### config.mk
export PLATFORM = sky130hd
export DESIGN_NAME = spi_byte_shifter
export DESIGN_NICKNAME = d
export VERILOG_FILES = /design/src/rtl/spi_shift_pkg.sv /design/src/rtl/ssh_clkgen.sv /design/src/rtl/ssh_lanes.sv /design/src/rtl/ssh_sampler.sv /design/src/rtl/spi_byte_shifter.sv
export SDC_FILE = /design/constraint.sdc
export NUM_CORES = 1
export LEC_CHECK = 0
export BUFFER_PORTS_ARGS = -buffer_cell sky130_fd_sc_hd__buf_4
export CAP_MARGIN = 30
export CORE_MARGIN = 8
export CORE_UTILIZATION = 35
export CTS_CLUSTER_SIZE = 8
export DETAILED_ROUTE_END_ITERATION = 16
export SLEW_MARGIN = 0
export SYNTH_ARGS = -nofsm -noshare
export SYNTH_HDL_FRONTEND = slang
export SYNTH_SLANG_ARGS = --single-unit
### constraint.sdc
create_clock -name clk -period 1.99 [get_ports clk]
set_input_delay 0.4975 -clock clk [delete_from_list [all_inputs] [get_ports clk]]
set_output_delay 0.4975 -clock clk [all_outputs]
set_load 0.02 [all_outputs]
### src/rtl/spi_shift_pkg.sv
package spi_shift_pkg;
  typedef enum logic [1:0] {
    LM_X1 = 2'd0,
    LM_X2 = 2'd1,
    LM_X4 = 2'd2
  } lane_mode_e;

  function automatic lane_mode_e decode_width(input logic [1:0] code);
    case (code)
      2'd0:    return LM_X1;
      2'd1:    return LM_X2;
      default: return LM_X4;
    endcase
  endfunction
endpackage

### src/rtl/ssh_clkgen.sv
module ssh_clkgen #(
  parameter int DIV_W = 4
) (
  input  logic             clk,
  input  logic             rst_n,
  input  logic             start,
  input  logic             run,
  input  logic [DIV_W-1:0] half,
  output logic             sck,
  output logic             fall
);
  logic [DIV_W-1:0] cnt_q;
  logic             sck_q;
  logic             at_end;

  assign at_end = (cnt_q == half);

  always_ff @(posedge clk) begin
    if (!rst_n) begin
      cnt_q <= '0;
      sck_q <= 1'b0;
    end else if (start) begin
      cnt_q <= '0;
      sck_q <= 1'b0;
    end else if (run) begin
      if (at_end) begin
        cnt_q <= '0;
        sck_q <= ~sck_q;
      end else begin
        cnt_q <= cnt_q + 1'b1;
      end
    end
  end

  assign sck  = sck_q;
  assign fall = run && sck_q && at_end;
endmodule

### src/rtl/ssh_lanes.sv
module ssh_lanes
  import spi_shift_pkg::*;
(
  input  logic       busy,
  input  lane_mode_e mode,
  input  logic       rx,
  input  logic [3:0] nib,
  output logic [3:0] io_out,
  output logic [3:0] io_oe
);
  always_comb begin
    io_out = 4'b1101;
    io_oe  = 4'b1101;
    if (busy) begin
      case (mode)
        LM_X1: begin
          io_out = {2'b11, 1'b0, nib[3]};
          io_oe  = 4'b1101;
        end
        LM_X2: begin
          io_out = {2'b11, nib[3], nib[2]};
          io_oe  = rx ? 4'b1100 : 4'b1111;
        end
        default: begin
          io_out = nib;
          io_oe  = rx ? 4'b0000 : 4'b1111;
        end
      endcase
    end
  end
endmodule

### src/rtl/ssh_sampler.sv
module ssh_sampler
  import spi_shift_pkg::*;
#(
  parameter int BYTE_W = 8
) (
  input  logic              clk,
  input  logic              rst_n,
  input  logic              capture,
  input  lane_mode_e        mode,
  input  logic [3:0]        io_in,
  output logic [BYTE_W-1:0] acc
);
  always_ff @(posedge clk) begin
    if (!rst_n) begin
      acc <= '0;
    end else if (capture) begin
      case (mode)
        LM_X1:   acc <= {acc[BYTE_W-2:0], io_in[1]};
        LM_X2:   acc <= {acc[BYTE_W-3:0], io_in[1:0]};
        default: acc <= {acc[BYTE_W-5:0], io_in};
      endcase
    end
  end
endmodule

### src/rtl/spi_byte_shifter.sv
module spi_byte_shifter
  import spi_shift_pkg::*;
#(
  parameter int DIV_W  = 4,
  parameter int BYTE_W = 8
) (
  input  logic              clk,
  input  logic              rst_n,
  input  logic [DIV_W-1:0]  div_half,
  input  logic              req_valid,
  output logic              req_ready,
  input  logic [1:0]        req_width,
  input  logic              req_rx,
  input  logic [BYTE_W-1:0] req_byte,
  output logic              rsp_valid,
  output logic [BYTE_W-1:0] rsp_byte,
  output logic              sck,
  output logic [3:0]        io_out,
  output logic [3:0]        io_oe,
  input  logic [3:0]        io_in
);
  localparam int BEAT_W = $clog2(BYTE_W);

  logic              busy_q;
  lane_mode_e        mode_q;
  logic              rx_q;
  logic [DIV_W-1:0]  half_q;
  logic [BYTE_W-1:0] tx_q;
  logic [BEAT_W-1:0] beat_q;
  logic [BEAT_W-1:0] last_beat;
  logic              rsp_valid_q;
  logic              accept;
  logic              fall;
  lane_mode_e        req_mode;

  assign req_mode  = decode_width(req_width);
  assign accept    = req_valid && !busy_q;
  assign req_ready = !busy_q;

  always_comb begin
    case (mode_q)
      LM_X1:   last_beat = BEAT_W'(BYTE_W - 1);
      LM_X2:   last_beat = BEAT_W'(BYTE_W / 2 - 1);
      default: last_beat = BEAT_W'(BYTE_W / 4 - 1);
    endcase
  end

  always_ff @(posedge clk) begin
    if (!rst_n) begin
      busy_q      <= 1'b0;
      mode_q      <= LM_X1;
      rx_q        <= 1'b0;
      half_q      <= '0;
      tx_q        <= '0;
      beat_q      <= '0;
      rsp_valid_q <= 1'b0;
    end else begin
      rsp_valid_q <= 1'b0;
      if (accept) begin
        busy_q <= 1'b1;
        mode_q <= req_mode;
        rx_q   <= req_rx;
        half_q <= div_half;
        beat_q <= '0;
        tx_q   <= (req_mode == LM_X1 && req_rx) ? '1 : req_byte;
      end else if (fall) begin
        beat_q <= beat_q + 1'b1;
        case (mode_q)
          LM_X1:   tx_q <= tx_q << 1;
          LM_X2:   tx_q <= tx_q << 2;
          default: tx_q <= tx_q << 4;
        endcase
        if (beat_q == last_beat) begin
          busy_q      <= 1'b0;
          rsp_valid_q <= 1'b1;
        end
      end
    end
  end

  assign rsp_valid = rsp_valid_q;

  ssh_clkgen #(.DIV_W(DIV_W)) u_clk (
    .clk   (clk),
    .rst_n (rst_n),
    .start (accept),
    .run   (busy_q),
    .half  (half_q),
    .sck   (sck),
    .fall  (fall)
  );

  ssh_lanes u_lanes (
    .busy   (busy_q),
    .mode   (mode_q),
    .rx     (rx_q),
    .nib    (tx_q[BYTE_W-1 -: 4]),
    .io_out (io_out),
    .io_oe  (io_oe)
  );

  ssh_sampler #(.BYTE_W(BYTE_W)) u_samp (
    .clk     (clk),
    .rst_n   (rst_n),
    .capture (fall),
    .mode    (mode_q),
    .io_in   (io_in),
    .acc     (rsp_byte)
  );
endmodule

==> flow_summary.json, run 1 <==
{
  "synthArstFlopShare_pct": 0,
  "cts_htree_levels": 2,
  "core_area_mm2": 0.00504,
  "clock-sinks": 33,
  "p_per_area_mw_per_mm2": 649,
  "post_cts_buffers": 0,
  "crit_start": "mode_q[1]",
  "synth_common_cells": "nand2_1 (34), dfxtp_1 (33), o21ai_0 (32)",
  "wl_met3_um": 279,
  "grt_usage_pct": 14.4,
  "clk_latency_ps": 290,
  "reg2regPathDepth": 4,
  "synth_most_common_cell": "nand2_1",
  "p_clk_share_pct": 33.5,
  "m1WireLength_um": 2590,
  "row_count": 26,
  "synthCells": 236,
  "via_per_inst": 5.23,
  "vias": 1808,
  "drt_wl_total_um": 5150,
  "min_from": "div_half[3]",
  "dp_cells": 338,
  "setup_viol": 0,
  "yosysTopAreaCell": "dfxtp_1",
  "cp-start-kind": "register",
  "worstHoldEndpoint": "half_q[3]",
  "synth_top_family_by_area": "compound AO/OA/AOI/OAI gates",
  "maxSlewViolCount": 0,
  "critPathKind": "register to output pin",
  "grt_pass1_vias": 1744,
  "endpoint_kind": "output pin",
  "drive_above_1_share_pct": 23.9,
  "area_growth_syn_to_layout_pct": 26.5,
  "tns_ps": 0,
  "postRouteAntennaNets": 0,
  "synth.distinct_cells": 32,
  "synth-seq-cells": 33,
  "p_comb_share_pct": 18.4,
  "nets": 299,
  "remaining_drc_errors": 0,
  "yosys-top-cells-area": "dfxtp_1 (37%), o21ai_0 (8.9%), a21oi_1 (7.8%)",
  "cp_max_fo": 18,
  "maxSlewHeadroom_pct": 69.2,
  "synth_area_mm2": 0.00180,
  "critPathRequiredTime_ps": 1490,
  "cts_inserted_buffers": 5,
  "firstDrtPassIters": 4,
  "power_w": 0.00148,
  "drtIter0Drc": 155,
  "synth_flop_cell": "dfxtp_1",
  "share_seq_of_total_power_pct": 48.2,
  "layout.cells.non_filler": 346,
  "initial_core_util_pct": 35.8,
  "synth-xor-area-share_pct": 1.94,
  "period_needed_ps": 1850,
  "dr_wl_met2_um": 2240,
  "die_y_um": 87.8,
  "die_width_um": 87.8,
  "rsz0062_at_grt": "false",
  "place_congestion": 0.858,
  "cp.arrival_ps": 1350,
  "top_layer": "met4",
  "hold_path_depth": 3,
  "cts_tree": "done",
  "synth-simple-area-share_pct": 21.0,
  "root_buffer": "clkbuf_8",
  "ioPinCount": 41,
  "switching_power_w": 0.000441,
  "synthMuxAreaShare_pct": 8.46,
  "grt_overflow_total": 0,
  "switching_share_pct": 29.8,
  "dp_slack_ps": 383,
  "synth_edf_count": 0,
  "dieArea_mm2": 0.00771,
  "ys.warnings.count": 0,
  "wl_per_cell_um": 14.9,
  "fin_ws_ps": 141,
  "timing.fmax_ghz": 0.541,
  "finalCritPeriodShare_pct": 92.9,
  "peakVddDrop_uv": 265,
  "synth_compound_area_share_pct": 24.3,
  "clkSlewWorstSetupHoldPaths_ps": 70,
  "grt_pass1_wl_um": 8690,
  "hold_viol_final": 0,
  "status": "finished clean",
  "avgSynthCellArea_um2": 7.65,
  "diodes": 0,
  "worst_pin_slew_ps": 462,
  "syn-num-nets": 260,
  "yosysSeqAreaShare_pct": 36.6,
  "cts_resized": 0,
  "antenna_found_initial": 0,
  "dp_hpwl_um": 3660,
  "synth-adder-area-share_pct": 1.39,
  "min-delay-path-class": "primary input to register",
  "grt_max_degree": 25,
  "p_int_w": 0.00104,
  "synth.top_cell.area_share_pct": 36.6,
  "r2r_end": "rsp_valid",
  "cts_buffer_depth": 2,
  "hold_buffers": 0,
  "worstReg2RegStart": "mode_q[1]",
  "maxCapViolCount": 0,
  "skew_ps": 10.2,
  "port_buffers": 40,
  "timing.reg2reg.setup_slack_ps": 320,
  "p_leak_nw": 0.812
}
sequential cells by signal (all words and copies together), names as in the netlist:
signal and count:
rx_q 1, u_clk.sck 1, half_q 4, rsp_valid 1, busy_q 1, tx_q 8
beat_q 3, u_clk.cnt_q 4, u_samp.acc 8, mode_q 2
through the flow:
step | util [%] | hold WS [ps] | instance area (µm²)
after floorplan | - | 449 | 1800
after global placement | 43.6 | 460 | 2200
after detailed placement | 43.6 | 466 | 2200
after CTS | 45.3 | 447 | 2280
after global routing | 45.3 | 455 | 2280
final | 45.3 | 458 | 2280
cell families after synthesis:
family                   after synthesis
AND/OR/NAND/NOR                       78
XOR/XNOR                               4
multiplexers                          15
buffers and inverters                 25
flip-flops                            33
AO/OA/AOI/OAI                         79
adder cells (fa/ha/maj)                2
critical path: stages, from the launching register on:
cell	delay, ps
dfxtp_1	480
buf_4	260
nand3_1	140
buf_4	180
placed cells by master (no fill, tap or decap), types with 5 or more instances in the layout:
cell type	n
nor2_1	5
o21ai_0	32
a31oi_1	8
clkbuf_8	5
o211ai_1	5
nand2_1	34
a21oi_1	28
dfxtp_1	33
nand3_1	18
mux2i_1	13
buf_4	55
routing by layer:
layer  up-vias  track usage (%)
li1        925                -
met1       827             18.9
met2        52             21.5
met3         4             4.13
met4         0             5.16
met5         -                0
power by group through the flow:
stage          registers, W  logic (W)  clock network (W)
2_1_floorplan      0.000720   0.000177                  0
3_3_place_gp       0.000728   0.000274                  0
3_5_place_dp       0.000729   0.000271                  0
4_1_cts            0.000713   0.000272           0.000506
5_1_grt            0.000717   0.000303           0.000535
6_report           0.000714   0.000272           0.000496
how the worst max path moves through the flow:
stage,to,cells past startpoint
after floorplan,io_oe[1],4
after global placement,io_oe[1],3
after detailed placement,rsp_valid,4
after CTS,io_oe[0],4
after global routing,io_oe[3],3
final,io_oe[3],3
cell type report:
cell class	instances	area (µm²)
Fill cell	523	2760
Tap cell	70	87.6
Clock inverter	2	10.0
Clock buffer	6	72.6
Multi-Input combinational cell	178	1030
Inverter	2	7.51
Timing Repair Buffer	55	413
Sequential cell	33	661
Power figures use the tool's default switching activity.
==> run 2: changes to the inputs <==
--- a/config.mk
+++ b/config.mk
@@ -5,12 +5,12 @@
 export SDC_FILE = /design/constraint.sdc
 export NUM_CORES = 1
 export LEC_CHECK = 0
-export BUFFER_PORTS_ARGS = -buffer_cell sky130_fd_sc_hd__buf_4
 export CAP_MARGIN = 30
 export CORE_MARGIN = 8
 export CORE_UTILIZATION = 35
 export CTS_CLUSTER_SIZE = 8
 export DETAILED_ROUTE_END_ITERATION = 16
+export DONT_BUFFER_PORTS = 1
 export SLEW_MARGIN = 0
 export SYNTH_ARGS = -nofsm -noshare
 export SYNTH_HDL_FRONTEND = slang
==> constraint.sdc (replaced) <==
create_clock -name clk -period 1.9 [get_ports clk]
set_input_delay 0.475 -clock clk [delete_from_list [all_inputs] [get_ports clk]]
set_output_delay 0.475 -clock clk [all_outputs]
set_load 0.02 [all_outputs]
==> run 2 against run 1 <==
  * Sequential share of layout area increased by 3.4 points
  * Register-to-register slack about the same
  * Highest routed layer unchanged
  * Critical endpoint is now io_out[1]
  * Final cell count decreased by 10%
==> flow_summary.json, run 2 (synthesized netlist as in run 1, its figures left out) <==
{
  "r2r_end": "u_samp.acc[0]",
  "clkSlewWorstSetupHoldPaths_ps": 70,
  "dieArea_mm2": 0.00771,
  "cts_buffer_depth": 2,
  "cp-start-kind": "register",
  "drtIter0Drc": 83,
  "post_dp_cell_area_mm2": 0.00196,
  "drt_wl_total_um": 5040,
  "max_stage_delay_ps": 350,
  "endpoint_kind": "output pin",
  "reg.largest.list": "tx_q x8, u_samp.acc x8",
  "grt_overflow_total": 0,
  "fin_util_pct": 40.6,
  "ioPinCount": 41,
  "wl_per_cell_um": 16.2,
  "cts_htree_levels": 2,
  "place_congestion": 0.762,
  "crit_cells": 6,
  "critPathTopFamily": "buffers and inverters",
  "reg2regPathDepth": 5,
  "postRouteAntennaNets": 0,
  "finish.instance_area_mm2": 0.00205,
  "critPathKind": "register to output pin",
  "cp_max_fo": 10,
  "hold_viol_final": 0,
  "remaining_drc_errors": 0,
  "firstDrtPassIters": 4,
  "top_layer": "met4",
  "grt_max_degree": 35,
  "grt_pass1_wl_um": 8260,
  "final_common_cell": "nand2_1",
  "cp_slowest_cell": "dfxtp_1",
  "min-delay-path-class": "primary input to register",
  "hold_buffers": 0,
  "grt_pass1_vias": 1566,
  "finalCritPeriodShare_pct": 95.7,
  "root_buffer": "clkbuf_8",
  "rsz0062_at_grt": "false",
  "dp_hpwl_um": 3570,
  "die_y_um": 87.8,
  "vias": 1721,
  "status": "finished clean",
  "cts_inserted_buffers": 5,
  "diodes": 0,
  "drive_above_1_share_pct": 13.3,
  "final_cell_mix": "nand2_1 (34), o21ai_0 (32), dfxtp_1 (32)",
  "die_width_um": 87.8,
  "post_cts_buffers": 0,
  "crit_buf_inv": 2,
  "clock-sinks": 33,
  "skew_ps": 4.39,
  "tns_ps": 0,
  "timing.fmax_ghz": 0.550,
  "setup_viol": 0,
  "wl_met3_um": 362,
  "p_comb_share_pct": 15.9,
  "core_area_mm2": 0.00504,
  "worst_pin_slew_ps": 491,
  "switching_share_pct": 28.8,
  "via_per_inst": 5.53,
  "endpoint": "io_out[1]",
  "p_per_area_mw_per_mm2": 750,
  "crit_start": "mode_q[0]",
  "antenna_found_initial": 0,
  "initial_core_util_pct": 35.8,
  "timing.reg2reg.setup_slack_ps": 330,
  "cts_tree": "done",
  "cp_cell_sequence": "buf_4 > nand2_1 > nor2_1 > a21oi_1 > nor2_1 > buf_4",
  "period_needed_ps": 1820,
  "p_int_w": 0.00109,
  "worstReg2RegStart": "u_clk.cnt_q[2]",
  "maxCapViolCount": 0,
  "p_clk_share_pct": 35.3,
  "p_leak_nw": 0.646,
  "share_seq_of_total_power_pct": 48.9,
  "switching_power_w": 0.000443,
  "nets": 265,
  "cp.arrival_ps": 1340,
  "peakVddDrop_uv": 447,
  "grt_usage_pct": 13.8,
  "critPathRequiredTime_ps": 1420,
  "maxSlewViolCount": 0,
  "area_growth_syn_to_layout_pct": 13.5,
  "maxSlewHeadroom_pct": 67.2,
  "dr_wl_met2_um": 2240,
  "port_buffers": 0,
  "clk_latency_ps": 290,
  "row_count": 26,
  "m1WireLength_um": 2380
}
[run 2: worst reg2reg max path: stages, from the launching register on]
cell	delay (ps)
dfxtp_1	440
xnor2_1	170
nand4_1	120
buf_4	230
nor2_1	320
a311oi_1	160
[run 2: what timing repair did]
action | in CTS | in global routing
resized for setup | 0 | 2
setup endpoints to repair | 0 | 2
hold endpoints to repair | 0 | 0
[run 2: area by class of cell]
class	count	area (µm²)
clock buffer	7	86.3
sequential	33	662
multi-input combinational	178	1030
inverter	2	7.51
fill	543	2990
timing repair buffer	21	174
tap	70	87.6
[run 2: power by group through the flow]
| stage | logic, W | clock network, W | registers, W |
|---|---|---|---|
| floorplan | 0.000186 | 0 | 0.000754 |
| global placement | 0.000242 | 0 | 0.000765 |
| detailed placement | 0.000243 | 0 | 0.000766 |
| CTS | 0.000244 | 0.000556 | 0.000750 |
| global route | 0.000272 | 0.000583 | 0.000754 |
| finish | 0.000244 | 0.000542 | 0.000751 |
[run 2: worst min path at each step]
| stage | from | end | slack (ps) | cells past startpoint |
|---|---|---|---|---|
| global route | div_half[0] | half_q[0] | 320 | 2 |
| floorplan | half_q[0] | half_q[0] | 450 | 2 |
| global placement | half_q[1] | half_q[1] | 460 | 2 |
| detailed placement | half_q[2] | half_q[2] | 460 | 2 |
| CTS | div_half[0] | half_q[0] | 310 | 2 |
| finish | div_half[3] | half_q[3] | 320 | 2 |
[run 2: metrics by stage]
step	std cells	total power (W)	hold slack, ps	setup WS (ps)
finish	311	0.00154	316	81.4
global route	311	0.00161	316	19.9
CTS	311	0.00155	309	77.8
detailed placement	304	0.00101	462	347
global placement	304	0.00101	458	331
floorplan	236	0.000940	449	65.9
[run 2: layer usage]
layer / vias to the layer above / global-route usage [%]
met2: 54 / 19.8
met3: 5 / 3.85
met5: - / 0
li1: 856 / -
met4: 0 / 4.22
met1: 806 / 19.2
